**src/rtl/ham_fix_pkg.sv**
```systemverilog
// Shared types and constants for the Hamming chunk corrector.
// Assumes 24-bit codes covering a 512-byte chunk with byte-wide access.
package ham_fix_pkg;

    // Outcome codes reported on the status output
    typedef enum logic [2:0] {
        FIX_CLEAN   = 3'd0,
        FIX_FIXED   = 3'd1,
        FIX_CODEBAD = 3'd2,
        FIX_BLANK   = 3'd3,
        FIX_MULTI   = 3'd4
    } fix_status_e;

    localparam int unsigned CODE_W    = 24;
    localparam int unsigned WORD_W    = 32;
    localparam int unsigned PAIR_ONES = 12;
    localparam logic [WORD_W-1:0] BLANK_SIG = 32'h0FFF_0FFF;

endpackage

```
**src/rtl/ham_code_expand.sv**
```systemverilog
// Spreads one packed 3-byte code into the 32-bit working layout.
// Assumes input bytes ordered low to high; unused positions are zero.
module ham_code_expand #(
    parameter int unsigned CW = 24,
    parameter int unsigned WW = 32
) (
    input  logic [CW-1:0] code_i,
    output logic [WW-1:0] word_o
);
    // Place each byte and nibble at its position in the spread word
    always_comb begin
        word_o        = '0;
        word_o[7:0]   = code_i[7:0];
        word_o[23:16] = code_i[15:8];
        word_o[11:8]  = code_i[19:16];
        word_o[27:24] = code_i[23:20];
    end
endmodule

```
**src/rtl/ham_syndrome_classify.sv**
```systemverilog
// Forms the syndrome of two spread codes and decides the chunk outcome.
// Assumes spread layout from ham_code_expand; purely combinational.
module ham_syndrome_classify
    import ham_fix_pkg::*;
#(
    parameter int unsigned WW      = 32,
    parameter int unsigned ADDR_W  = 9,
    parameter int unsigned BIT_W   = 3,
    parameter int unsigned IDX_LSB = 16
) (
    input  logic [WW-1:0]     stored_w_i,
    input  logic [WW-1:0]     calc_w_i,
    output fix_status_e       verdict_o,
    output logic [ADDR_W-1:0] corr_addr_o,
    output logic [BIT_W-1:0]  corr_bit_o
);
    localparam int unsigned POP_W = $clog2(WW + 1);

    logic [WW-1:0]    syn;
    logic [POP_W-1:0] ones;

    // Syndrome and population count of its set bits
    always_comb begin
        syn  = stored_w_i ^ calc_w_i;
        ones = '0;
        for (int i = 0; i < int'(WW); i++) begin
            ones = ones + POP_W'(syn[i]);
        end
    end

    // Outcome decision in priority order
    always_comb begin
        if (syn == '0)
            verdict_o = FIX_CLEAN;
        else if (ones == POP_W'(PAIR_ONES))
            verdict_o = FIX_FIXED;
        else if (ones == POP_W'(1))
            verdict_o = FIX_CODEBAD;
        else if (stored_w_i == WW'(BLANK_SIG) && calc_w_i == '0)
            verdict_o = FIX_BLANK;
        else
            verdict_o = FIX_MULTI;
    end

    // Failing byte and bit taken from the upper parity half
    assign corr_bit_o  = syn[IDX_LSB +: BIT_W];
    assign corr_addr_o = syn[IDX_LSB + BIT_W +: ADDR_W];
endmodule

```
**src/rtl/ham_fix_ctrl.sv**
```systemverilog
// Sequencer: accepts a start, latches the verdict and runs the one-byte
// read-modify-write for a correction. Assumes buffer read latency of 1.
module ham_fix_ctrl
    import ham_fix_pkg::*;
#(
    parameter int unsigned ADDR_W = 9,
    parameter int unsigned DATA_W = 8,
    parameter int unsigned BIT_W  = 3
) (
    input  logic              clk,
    input  logic              rst_n,
    input  logic              start_i,
    input  fix_status_e       verdict_i,
    input  logic [ADDR_W-1:0] corr_addr_i,
    input  logic [BIT_W-1:0]  corr_bit_i,
    input  logic [DATA_W-1:0] rdata_i,
    output logic              cap_en_o,
    output logic              busy_o,
    output logic              done_o,
    output fix_status_e       status_o,
    output logic              rd_o,
    output logic              wr_o,
    output logic [ADDR_W-1:0] addr_o,
    output logic [DATA_W-1:0] wdata_o
);
    typedef enum logic [2:0] {
        S_IDLE, S_EVAL, S_RD, S_WR, S_FIN
    } seq_e;

    seq_e              state;
    fix_status_e       status_q;
    logic [ADDR_W-1:0] addr_q;
    logic [DATA_W-1:0] mask_q;

    // State, verdict, address and flip mask registers
    always_ff @(posedge clk) begin
        if (!rst_n) begin
            state    <= S_IDLE;
            status_q <= FIX_CLEAN;
            addr_q   <= '0;
            mask_q   <= '0;
        end else begin
            case (state)
                S_IDLE: if (start_i) state <= S_EVAL;
                S_EVAL: begin
                    status_q <= verdict_i;
                    addr_q   <= corr_addr_i;
                    mask_q   <= {{(DATA_W-1){1'b0}}, 1'b1} << corr_bit_i;
                    state    <= (verdict_i == FIX_FIXED) ? S_RD : S_FIN;
                end
                S_RD:    state <= S_WR;
                S_WR:    state <= S_FIN;
                S_FIN:   state <= S_IDLE;
                default: state <= S_IDLE;
            endcase
        end
    end

    // Decoded outputs
    always_comb begin
        cap_en_o = (state == S_IDLE) && start_i;
        busy_o   = (state != S_IDLE);
        done_o   = (state == S_FIN);
        rd_o     = (state == S_RD);
        wr_o     = (state == S_WR);
        addr_o   = addr_q;
        wdata_o  = rdata_i ^ mask_q;
        status_o = status_q;
    end
endmodule

```
**src/rtl/ham_chunk_fixer.sv**
```systemverilog
// Top: captures both codes on start, spreads them, classifies the
// syndrome and drives the chunk buffer for a single-bit repair.
// Assumes a byte-wide buffer with one-cycle read latency.
module ham_chunk_fixer
    import ham_fix_pkg::*;
#(
    parameter int unsigned CHUNK_BYTES = 512,
    parameter int unsigned DATA_W      = 8
) (
    input  logic                           clk,
    input  logic                           rst_n,
    input  logic                           start_i,
    input  logic [23:0]                    stored_ecc_i,
    input  logic [23:0]                    calc_ecc_i,
    output logic                           busy_o,
    output logic                           done_o,
    output logic [2:0]                     status_o,
    output logic                           buf_rd_o,
    output logic                           buf_wr_o,
    output logic [$clog2(CHUNK_BYTES)-1:0] buf_addr_o,
    output logic [DATA_W-1:0]              buf_wdata_o,
    input  logic [DATA_W-1:0]              buf_rdata_i
);
    localparam int unsigned ADDR_W = $clog2(CHUNK_BYTES);
    localparam int unsigned BIT_W  = $clog2(DATA_W);
    localparam int unsigned NCODES = 2;

    logic [CODE_W-1:0] code_q [NCODES];
    logic [WORD_W-1:0] word_w [NCODES];
    logic              cap_en;
    fix_status_e       verdict;
    fix_status_e       status_e;
    logic [ADDR_W-1:0] corr_addr;
    logic [BIT_W-1:0]  corr_bit;

    // Capture both codes when a start is accepted
    always_ff @(posedge clk) begin
        if (!rst_n) begin
            code_q[0] <= '0;
            code_q[1] <= '0;
        end else if (cap_en) begin
            code_q[0] <= stored_ecc_i;
            code_q[1] <= calc_ecc_i;
        end
    end

    // One spreader per code
    for (genvar g = 0; g < NCODES; g++) begin : g_expand
        ham_code_expand #(.CW(CODE_W), .WW(WORD_W)) u_exp (
            .code_i (code_q[g]),
            .word_o (word_w[g])
        );
    end

    ham_syndrome_classify #(
        .WW(WORD_W), .ADDR_W(ADDR_W), .BIT_W(BIT_W), .IDX_LSB(16)
    ) u_cls (
        .stored_w_i  (word_w[0]),
        .calc_w_i    (word_w[1]),
        .verdict_o   (verdict),
        .corr_addr_o (corr_addr),
        .corr_bit_o  (corr_bit)
    );

    ham_fix_ctrl #(.ADDR_W(ADDR_W), .DATA_W(DATA_W), .BIT_W(BIT_W)) u_ctrl (
        .clk         (clk),
        .rst_n       (rst_n),
        .start_i     (start_i),
        .verdict_i   (verdict),
        .corr_addr_i (corr_addr),
        .corr_bit_i  (corr_bit),
        .rdata_i     (buf_rdata_i),
        .cap_en_o    (cap_en),
        .busy_o      (busy_o),
        .done_o      (done_o),
        .status_o    (status_e),
        .rd_o        (buf_rd_o),
        .wr_o        (buf_wr_o),
        .addr_o      (buf_addr_o),
        .wdata_o     (buf_wdata_o)
    );

    assign status_o = status_e;
endmodule

```
**config.mk**
```make
export PLATFORM = sky130hd
export DESIGN_NAME = ham_chunk_fixer
export DESIGN_NICKNAME = d
export VERILOG_FILES = /design/src/rtl/ham_fix_pkg.sv /design/src/rtl/ham_code_expand.sv /design/src/rtl/ham_syndrome_classify.sv /design/src/rtl/ham_fix_ctrl.sv /design/src/rtl/ham_chunk_fixer.sv
export SDC_FILE = /design/constraint.sdc
export NUM_CORES = 1
export LEC_CHECK = 0
export BUFFER_PORTS_ARGS = -buffer_cell sky130_fd_sc_hd__buf_2
export CAP_MARGIN = 20
export CORE_MARGIN = 3
export CORE_UTILIZATION = 35
export DETAILED_ROUTE_END_ITERATION = 10
export PLACE_DENSITY_LB_ADDON = 0.2
export SYNTH_ARGS = -nofsm -noshare
export SYNTH_HDL_FRONTEND = slang
export SYNTH_SLANG_ARGS = --single-unit
```
**constraint.sdc**
```tcl
create_clock -name clk -period 14.9 [get_ports clk]
set_input_delay 0.745 -clock clk [delete_from_list [all_inputs] [get_ports clk]]
set_output_delay 0.745 -clock clk [all_outputs]
set_load 0.02 [all_outputs]
```
# [Word level (Yosys, flattened, before mapping)]
# Memories as Yosys holds them, arrays and structs flattened.
# Cells that the tools add are included.
# W data, S select, Z words.
[op_classes] n_addsub=31 mul=0 n_div=0 order_cmp=0 eq_ne=9 shifts=1 mux=13 bitwise_logic=4 n_reduce_logical=6
[ops] cell="$add A6 B1 Y6" n=26
[ops] cell="$logic_not A32 Y1" n=2
[ops] cell="$mux W24" n=2
[ops] cell="$xor A28 B28 Y28" n=1
[ops] cell="$add A6 B1 Y6 const B" n=4
[ops] cell="$eq A24 B24 Y1 const B" n=1
[ops] cell="$mux W3" n=6
[ops] cell="$pmux W3 S4" n=1
[ops] cell="$shl A1 B3 Y8 const A" n=1
[ops] cell="$xor A8 B8 Y8" n=1
[ops] cell="$eq A3 B1 Y1 const B" n=2
[ops] cell="$eq A3 B2 Y1 const B" n=2
[ops] cell="$eq A6 B1 Y1 const B" n=1
[ops] cell="$eq A6 B4 Y1 const B" n=1
[ops] cell="$mux W1" n=4
[ops] cell="$eq A3 B3 Y1 const B" n=1
[ops] cell="$logic_not A3 Y1" n=1
[ops] cell="$reduce_bool A3 Y1" n=1
[ops] cell="$add A1 B1 Y2" n=1
[ops] cell="$logic_and A1 B1 Y1" n=2
[ops] cell="$ne A2 B2 Y1 const B" n=1
[ops] cell="$or A1 B1 Y1" n=2
[word_totals] regBits=23 latchBits=0 mem_bits_rw=48 mem_bits_ro=0 inputBits=59 mem_count=1
[memory_table] memory="code_q" depth=2 word_bits=24 read_ports=2 rd_clocked_by_memory_dff=0 wr=2 line="ham_chunk_fixer.sv:28" source="logic [CODE_W-1:0] code_q [NCODES];"

# [Depth between registers and ports, before layout]
# Gate-level depths: netlist of the first run.
# An unclocked memory read counts as a cell.
[depth] depth_word=40 ltp_mapped=19

# [Cells and area by module]
# A second synthesis of the first run with hierarchy kept.
[hier_totals] cells_unflattened=433 hier_area_um2=4760.8
[modules_own_cells] module="ham_chunk_fixer" n_inst=1 cells_per_inst=107 area_each_um2=1811.7
[modules_own_cells] module="ham_syndrome_classify" n_inst=1 cells_per_inst=146 area_each_um2=1361.3
[modules_own_cells] module="ham_fix_ctrl" n_inst=1 cells_per_inst=114 area_each_um2=1099.8
[modules_own_cells] module="ham_code_expand" n_inst=2 cells_per_inst=33 area_each_um2=244.0

# [Worst setup path before layout of the first run]
# Ideal clock, no wire load.
[synth_timing] path_type="register to register" start="memory code_q[1][1] (netlist: code_q[0][25])" end="register u_ctrl.status_q[2] (netlist: u_ctrl.status_o[2])" t_arrival_ps=5207 t_required_ps=14813 setup_slack_ps=9606 stages_incl_launch_ff=18 n_path_buf=0 period_less_slack_ps=5294 path_cell_list="edfxtp_1 > xor2_1 > inv_1 > ha_1 > inv_1 > fa_1 > fa_1 > fa_1 > fa_1 > fa_1 > fa_1 > fa_1 > nor2b_1 > o21ai_0 > and3b_1 > nor4b_4 > or2_1 > o31ai_1"
[synth_rtl] element="from (decl)" line="ham_chunk_fixer.sv:28"
[synth_rtl] element="to (signal assigned)" line="ham_fix_ctrl.sv:46" source="status_q <= verdict_i;"
[synth_rtl] element="to (decl)" line="ham_fix_ctrl.sv:31" source="fix_status_e status_q;"

==> results of run 1 <==
logic make-up after synthesis:
kind of cell | Yosys count
and+or+nand+nor | 124
AOI/OAI and AO/OA | 25
adders and majority gates | 25
xor gates and xnor gates | 34
DFF | 71
buffers and inverters | 39
through the flow:
stage / hold WS, ns / cells / util
final: 0.482 / 543 / 0.437
after global routing: 0.513 / 543 / 0.437
after CTS: 0.487 / 541 / 0.434
after detailed placement: 0.476 / 525 / 0.416
after global placement: 0.472 / 525 / 0.416
after floorplan: 0.455 / 318 / -
how the worst max path moves through the flow:
stage,end,depth (start not counted)
2_1_floorplan,u_ctrl.status_o[2],17
3_3_place_gp,u_ctrl.status_o[2],17
3_5_place_dp,u_ctrl.state[2],15
4_1_cts,u_ctrl.status_o[2],17
5_1_grt,u_ctrl.status_o[2],17
6_report,u_ctrl.status_o[2],17
cell usage after synthesis (2+ instances only):
| master | n |
|---|---|
| edfxtp_1 | 48 |
| nor4_1 | 2 |
| nand3_1 | 3 |
| nor3_1 | 5 |
| inv_2 | 2 |
| and3_1 | 3 |
| nor2_1 | 7 |
| xnor2_1 | 24 |
| nand2_1 | 18 |
| clkbuf_1 | 8 |
| ha_1 | 8 |
| nand2b_1 | 4 |
| and2_1 | 48 |
| xor2_1 | 10 |
| nor2b_1 | 8 |
| o21ai_0 | 2 |
| inv_1 | 26 |
| nand4_1 | 10 |
| a22oi_1 | 6 |
| and4bb_2 | 6 |
| dfxtp_1 | 23 |
| buf_2 | 2 |
| fa_1 | 17 |
| o211a_1 | 9 |
worst min-delay path, cell delays in order (launching register included):
cell      delay [ns]
dfxtp_1         0.32
nand2_1         0.05
a21boi_0        0.06
routing by layer:
metal  routed length [µm]  share of wire  up-vias  global-route usage
li1                     -              -     1257                   -
met1                 3560           0.46     1191               0.181
met2                 3540           0.46       82               0.218
met3                  500          0.065        8              0.0344
met4                  113          0.015        0              0.0501
met5                    0              0        -                   0
registers in the layout, indices dropped and copies added (netlist names):
name and count:
u_ctrl.addr_o 9, code_q 48, u_ctrl.status_o 3, u_ctrl.mask_q 8, u_ctrl.state 3
area by class of cell:
class / count / area [µm²]
clock buffers: 9 / 124
multi-input cells: 208 / 1750
well taps: 136 / 170
flip-flops and latches: 71 / 1900
repair buffers: 84 / 445
clock inverters: 7 / 63.8
inverters: 28 / 105
fillers: 1007 / 5860
cells in the final DEF (no fill, tap or decap), drive strengths merged, types with 9 or more instances in the layout:
cell     n
xor2    10
o211a    9
fa      17
inv     28
edfxtp  48
nand2   18
buf     84
nand4   11
clkbuf   9
xnor2   24
dfxtp   23
and2    48
==> flow_metrics.py, run 1 <==
metrics = {
    "grt": {
        "grt_max_degree": 49,
        "grt_util_all_layers": 0.137,
        "antenna_found_initial": 0,
        "grt_pass1_vias": 2612,
        "grt_first_pass_wirelength_um": 12600,
        "grt_overflow": 0,
    },
    "placed_design": {
        "hpwl_um": 6110,
        "place_ws_ns": 9.38,
        "dpl_cell_area_um2": 4330,
        "gp_congestion": 0.838,
        "numPortBuffers": 82,
    },
    "timing": {
        "fmax_ghz": 0.182,
        "setup_viol": 0,
        "tightest_slew_ns": 0.774,
        "period_share": 0.369,
        "drv_slew": 0,
        "slew_headroom": 0.484,
        "rsz0062_at_grt": "false",
        "tns_ns": 0,
        "fin_ws_ns": 9.41,
        "final-hold-violation-count": 0,
        "min_period_ns": 5.49,
        "finClkSkew_ns": 0.00926,
    },
    "clock_network": {
        "cts.repair.resized": 0,
        "post_cts_buffers": 0,
        "htree_levels": 3,
        "clk_path_buf_depth": 2,
        "cts_buffers": 9,
        "cts_tree": "built",
        "cts.clk_slew.worst_paths_ns": 0.07,
        "clock_latency_ns": 0.35,
        "cts_hold_buffers": 0,
        "clock_sinks": 71,
        "cts-root-buf": "clkbuf_8",
    },
    "min_path": {
        "hold_class": "register to register",
        "whs_endpoint": "u_ctrl.mask_q[0]",
        "hp-start": "u_ctrl.mask_q[0]",
        "hold_depth": 2,
    },
    "logic_synthesis": {
        "synth_top_area_share": 0.380,
        "synth_cell_types": 43,
        "synth_top_family_by_area": "simple AND/OR/NAND/NOR gates",
        "synth_async_sr_flop_share": 0,
        "synthCells": 318,
        "syn_area_um2": 3800,
        "synth_compound_area_frac": 0.0554,
        "synthTopCellsByArea": "edfxtp_1 (38%), dfxtp_1 (12%), fa_1 (9.0%), and2_1 (7.9%), xnor2_1 (5.5%)",
        "seq_area_frac_synth": 0.501,
        "ys.flop_type": "edfxtp_1",
        "synth-xor-area-share": 0.0784,
        "synth_mux_area_frac": 0,
        "syn_avg_cell_area_um2": 11.9,
        "synth_area_leader_cell": "edfxtp_1",
        "ys_ff_latch": 71,
        "synthSimpleGateAreaFrac": 0.209,
        "ys_warn_count": 0,
        "synthAdderAreaFrac": 0.116,
        "synth_fp_nets": 402,
        "synth-edff-count": 48,
    },
    "drt": {
        "wirelength_um": 7720,
        "routedWlPerCell_um": 14.2,
        "routed_via_density": 4.67,
        "dr_total_vias": 2538,
        "first_iter_violations": 106,
        "ant_nets": 0,
        "drtPass1Iterations": 4,
        "drc": 0,
    },
    "critical_path": {
        "cpMostUsedCell": "fa_1",
        "arrival_ns": 5.76,
        "start_kind": "register",
        "cp-end-kind": "register",
        "path_buf_inv": 2,
        "worstReg2RegEnd": "u_ctrl.status_o[2]",
        "r2r-start": "code_q[0][25]",
        "crit_type": "register to register",
        "max_stage_delay_ns": 0.58,
        "crit_start": "code_q[0][25]",
        "path_cells": "xor2_1, inv_1, ha_1, inv_1, fa_1, fa_1, fa_1, fa_1, fa_1, fa_1, fa_1, nor2b_1, o21ai_0, and3b_1, nor4b_4, or2_1, o31ai_1",
        "worst-path-max-fanout": 3,
        "reg2reg_slack_ns": 9.41,
        "ff2ff_path_depth": 17,
        "cp_slowest_cell": "fa_1",
        "crit_family": "adder cells",
        "worstPathRequired_ns": 15.16,
    },
    "cells_and_area": {
        "synthToLayoutAreaGrowth_pct": 20.0,
        "finalInstanceArea_um2": 4560,
        "nets": 486,
        "diodes": 0,
        "drive_above_1_share": 0.278,
    },
    "status": {
        "outcome": "finished, final reports clean",
    },
    "floorplanning": {
        "coreArea_um2": 10400,
        "std_cell_rows": 37,
        "die_h_um": 110,
        "die_width_um": 110,
        "start_util": 0.365,
        "ios": 83,
        "die_area_um2": 12100,
    },
    "run": {
        "drv_cap": 0,
    },
}
Power of run 1 is left out: the tool's default activity adds up to more than one toggle a clock period on the data nets, which glitch-free logic cannot reach.
==> run 2: changes to the inputs <==
clock period = 5.15 ns   (was 14.9 ns; I/O delays follow)
==> flow_metrics.py, run 2 (same netlist as run 1, synthesis figures left out) <==
metrics = {
    "critical_path": {
        "arrival_ns": 5.32,
        "worst-path-max-fanout": 3,
        "max_stage_delay_ns": 0.51,
        "worstPathRequired_ns": 5.42,
        "path_cells": "xor2_2, inv_1, ha_1, inv_2, fa_1, fa_1, fa_1, fa_1, fa_1, fa_2, fa_2, nor2b_1, o21ai_1, and3b_1, nor4b_4, or2_1, o31ai_2",
        "start_kind": "register",
        "cp_slowest_cell": "fa_1",
        "cpMostUsedCell": "fa_1",
        "crit_type": "register to register",
        "cp-end-kind": "register",
    },
    "drt": {
        "first_iter_violations": 121,
        "drtPass1Iterations": 4,
        "routed_via_density": 4.59,
        "ant_nets": 0,
        "wirelength_um": 7740,
        "routedWlPerCell_um": 14.0,
        "dr_total_vias": 2538,
        "drc": 0,
    },
    "cells_and_area": {
        "diodes": 0,
        "fin_cells": 553,
        "regMostFlops": "code_q",
        "synthToLayoutAreaGrowth_pct": 23.9,
        "largest_reg_flops": 48,
        "nets": 496,
        "layout_commonest_cell": "buf_2",
        "drive_above_1_share": 0.309,
        "final_cell_mix": "buf_2 (82), and2_1 (48), edfxtp_1 (48)",
    },
    "grt": {
        "grt_util_all_layers": 0.134,
        "grt_pass1_vias": 2553,
        "grt_first_pass_wirelength_um": 12200,
        "antenna_found_initial": 0,
        "grt_max_degree": 49,
        "grt_overflow": 0,
    },
    "floorplanning": {
        "std_cell_rows": 37,
        "coreArea_um2": 10400,
        "die_width_um": 110,
        "die_h_um": 110,
        "start_util": 0.365,
        "ios": 83,
        "die_area_um2": 12100,
    },
    "clock_network": {
        "cts_hold_buffers": 0,
        "clock_sinks": 71,
        "clock_latency_ns": 0.35,
        "htree_levels": 3,
        "cts_buffers": 9,
        "clk_path_buf_depth": 2,
        "post_cts_buffers": 0,
        "cts_tree": "built",
        "cts.clk_slew.worst_paths_ns": 0.08,
        "cts-root-buf": "clkbuf_8",
    },
    "timing": {
        "slew_headroom": 0.519,
        "tightest_slew_ns": 0.721,
        "final-hold-violation-count": 0,
        "min_period_ns": 5.05,
        "drv_slew": 0,
        "period_share": 0.980,
        "rsz0062_at_grt": "true",
        "fmax_ghz": 0.198,
        "finClkSkew_ns": 0.0109,
        "setup_viol": 0,
    },
    "status": {
        "outcome": "finished, final reports clean",
    },
    "placed_design": {
        "dp.cells": 535,
        "gp_congestion": 0.855,
        "hpwl_um": 5970,
        "numPortBuffers": 82,
    },
    "min_path": {
        "hold_class": "input pin to register",
    },
    "run": {
        "drv_cap": 0,
    },
}
## run 2: changes by cell type in the layout (fill, tap and decap cells not counted), moves of 2 or more
cell / previous run / this run
clkinv_2: 2 / 0
clkinv_1: 2 / 0
buf_4: 0 / 10
fa_2: 0 / 2
fa_1: 17 / 15
clkbuf_16: 0 / 3
clkbuf_1: 0 / 2
## run 2: worst paths after layout
| kind | from | endpoint | slack (ns) | cells after the start |
|---|---|---|---|---|
| max | code_q[0][1] | u_ctrl.status_o[2] | 0.10 | 17 |
| min | calc_ecc_i[13] | code_q[0][37] | 0.18 | 2 |
| max reg2reg | code_q[0][1] | u_ctrl.status_o[2] | 0.10 | 17 |
| min reg2reg | u_ctrl.mask_q[0] | u_ctrl.mask_q[0] | 0.48 | 2 |
## run 2: routing by layer
layer,global-route usage,part of all wire,vias to the layer above
met3,0.0344,0.060,12
met1,0.186,0.47,1173
li1,-,-,1280
met2,0.205,0.45,73
met4,0.0484,0.017,0
met5,0,0,-
## run 2: area by class of cell
| type | count | area, µm² |
|---|---|---|
| fill | 987 | 5710 |
| clock buffer | 13 | 181 |
| inverter | 28 | 105 |
| tap | 136 | 170 |
| clock inverter | 3 | 46.3 |
| timing repair buffer | 94 | 531 |
| multi-input combinational | 208 | 1770 |
| sequential | 71 | 1900 |
## run 2: metrics by stage
step | worst slack (ns) | TNS [ns] | utilization | instance area [µm²] | hold slack (ns)
2_1_floorplan | 0.00735 | 0 | - | 3800 | 0.396
3_3_place_gp | -0.0949 | -0.214 | 0.423 | 4410 | 0.472
3_5_place_dp | -0.170 | -0.596 | 0.423 | 4410 | 0.464
4_1_cts | -0.00699 | -0.00699 | 0.446 | 4650 | 0.160
5_1_grt | -0.121 | -0.368 | 0.452 | 4710 | 0.162
6_report | 0.103 | 0 | 0.452 | 4710 | 0.177
## run 2: timing repair
item,in CTS,in global routing
setup endpoints to repair,5,5
cloned,0,0
pin swaps,13,4
resized for setup,3,3
## run 2: worst max-delay path: cells and delay by family (launching register included)
family,cells,cell delay [ns]
adder cells (fa/ha/maj),8,3.34
AND/OR/NAND/NOR,4,0.64
flip-flops,1,0.43
AO/OA/AOI/OAI,2,0.26
XOR/XNOR,1,0.19
buffers and inverters,2,0.12
Power of run 2 is left out for the same reason.
==> run 3: changes to the inputs <==
CORE_MARGIN = 1   (was 3)
clock period = 5.4 ns   (was 5.15 ns; I/O delays follow)
==> flow_metrics.py, run 3 (same netlist as run 1, synthesis figures left out) <==
metrics = {
    "cells_and_area": {
        "largest_reg_flops": 48,
        "finalInstanceArea_um2": 4640,
        "regMostFlops": "code_q",
        "drive_above_1_share": 0.302,
        "nets": 493,
        "fillers": 1013,
        "regArea_um2": 1900,
        "multi_input_area_um2": 1770,
        "layout_commonest_cell": "buf_2",
        "synthToLayoutAreaGrowth_pct": 22.2,
        "final_cell_mix": "buf_2 (82), and2_1 (48), edfxtp_1 (48)",
        "diodes": 0,
    },
    "critical_path": {
        "cp-endpoint": "u_ctrl.status_o[2]",
        "crit_family": "adder cells",
        "worst-path-max-fanout": 3,
        "path_buf_inv": 2,
        "max_stage_delay_ns": 0.53,
        "cp_slowest_cell": "fa_1",
        "worstPathRequired_ns": 5.65,
        "cp-end-kind": "register",
        "cpMostUsedCell": "fa_1",
        "worstReg2RegEnd": "u_ctrl.status_o[2]",
        "crit_start": "code_q[0][25]",
        "start_kind": "register",
        "cp.depth": 17,
        "r2r-start": "code_q[0][25]",
        "arrival_ns": 5.44,
        "ff2ff_path_depth": 17,
        "crit_type": "register to register",
        "path_cells": "xor2_1, inv_1, ha_1, inv_1, fa_1, fa_1, fa_1, fa_1, fa_1, fa_2, fa_2, nor2b_1, o21ai_1, and3b_1, nor4b_4, or2_1, o31ai_1",
        "reg2reg_slack_ns": 0.21,
    },
    "timing": {
        "setup_viol": 0,
        "period_share": 0.960,
        "min_period_ns": 5.19,
        "slew_headroom": 0.476,
        "drv_slew": 0,
        "finClkSkew_ns": 0.0129,
        "final-hold-violation-count": 0,
        "tightest_slew_ns": 0.786,
        "fmax_ghz": 0.193,
    },
    "grt": {
        "top_usage_layer": "met2",
        "antenna_found_initial": 0,
        "grt_overflow": 0,
        "use_met2": 0.229,
        "use_met1": 0.189,
        "grt_util_all_layers": 0.143,
        "grt_pass1_vias": 2509,
        "grt_max_degree": 49,
        "grt_util_met3": 0.0319,
        "grt_first_pass_wirelength_um": 12300,
    },
    "placed_design": {
        "dpl_cell_area_um2": 4380,
        "hpwl_um": 5860,
        "numPortBuffers": 82,
        "gp_congestion": 0.784,
    },
    "floorplanning": {
        "std_cell_rows": 37,
        "die_h_um": 106,
        "die_width_um": 106,
        "die_area_um2": 11300,
        "start_util": 0.365,
        "coreArea_um2": 10400,
        "ios": 83,
    },
    "drt": {
        "dr_total_vias": 2519,
        "drtPass1Iterations": 4,
        "routed_via_density": 4.58,
        "drc": 0,
        "wirelength_um": 7510,
        "routedWlPerCell_um": 13.7,
        "ant_nets": 0,
        "first_iter_violations": 93,
    },
    "clock_network": {
        "clock_latency_ns": 0.35,
        "cts.clk_slew.worst_paths_ns": 0.08,
        "cts_buffers": 9,
        "clk_path_buf_depth": 2,
        "cts_tree": "built",
        "cts-root-buf": "clkbuf_8",
        "htree_levels": 3,
        "clock_sinks": 71,
    },
    "run": {
        "drv_cap": 0,
    },
    "status": {
        "outcome": "finished, final reports clean",
    },
    "min_path": {
        "hp-start": "calc_ecc_i[23]",
        "hold_class": "input pin to register",
    },
}
-- run 3: worst min path at each step --
stage / to / slack, ns / depth (start not counted)
floorplan: u_ctrl.status_o[0] / 0.41 / 2
global placement: u_ctrl.status_o[2] / 0.47 / 2
detailed placement: u_ctrl.status_o[2] / 0.46 / 2
CTS: code_q[0][17] / 0.18 / 2
global route: code_q[0][4] / 0.19 / 2
finish: code_q[0][47] / 0.19 / 2
-- run 3: cell type report --
type	instances	area share
Clock inverter	6	0.0186
Clock buffer	10	0.0275
Tap cell	136	0.0367
Timing Repair Buffer	91	0.105
Inverter	28	0.0226
Multi-Input combinational cell	208	0.380
Sequential cell	71	0.410
-- run 3: routing by layer --
layer | wire length, µm | share of wire | vias up
met5 | 0 | 0 | -
met2 | 3500 | 0.47 | 69
met3 | 332 | 0.044 | 11
met4 | 119 | 0.016 | 0
li1 | - | - | 1273
met1 | 3570 | 0.47 | 1166
-- run 3: through the flow --
stage | setup slack [ns] | util | instances | TNS (ns) | hold WS (ns)
floorplan | 0.106 | - | 318 | 0 | 0.408
global placement | -0.0103 | 0.420 | 531 | -0.0103 | 0.472
detailed placement | -0.0977 | 0.420 | 531 | -0.0977 | 0.462
CTS | 0.0619 | 0.442 | 548 | 0 | 0.182
global route | -0.0469 | 0.446 | 550 | -0.0824 | 0.187
finish | 0.214 | 0.446 | 550 | 0 | 0.192
-- run 3: what timing repair did --
item                       4_1_cts  5_1_grt
setup endpoints to repair        4        5
gates cloned                     0        0
setup buffers                    1        1
hold buffers                     0        0
gates resized for setup          2        3
pin swaps                        3       11
Power of run 3 is left out for the same reason.
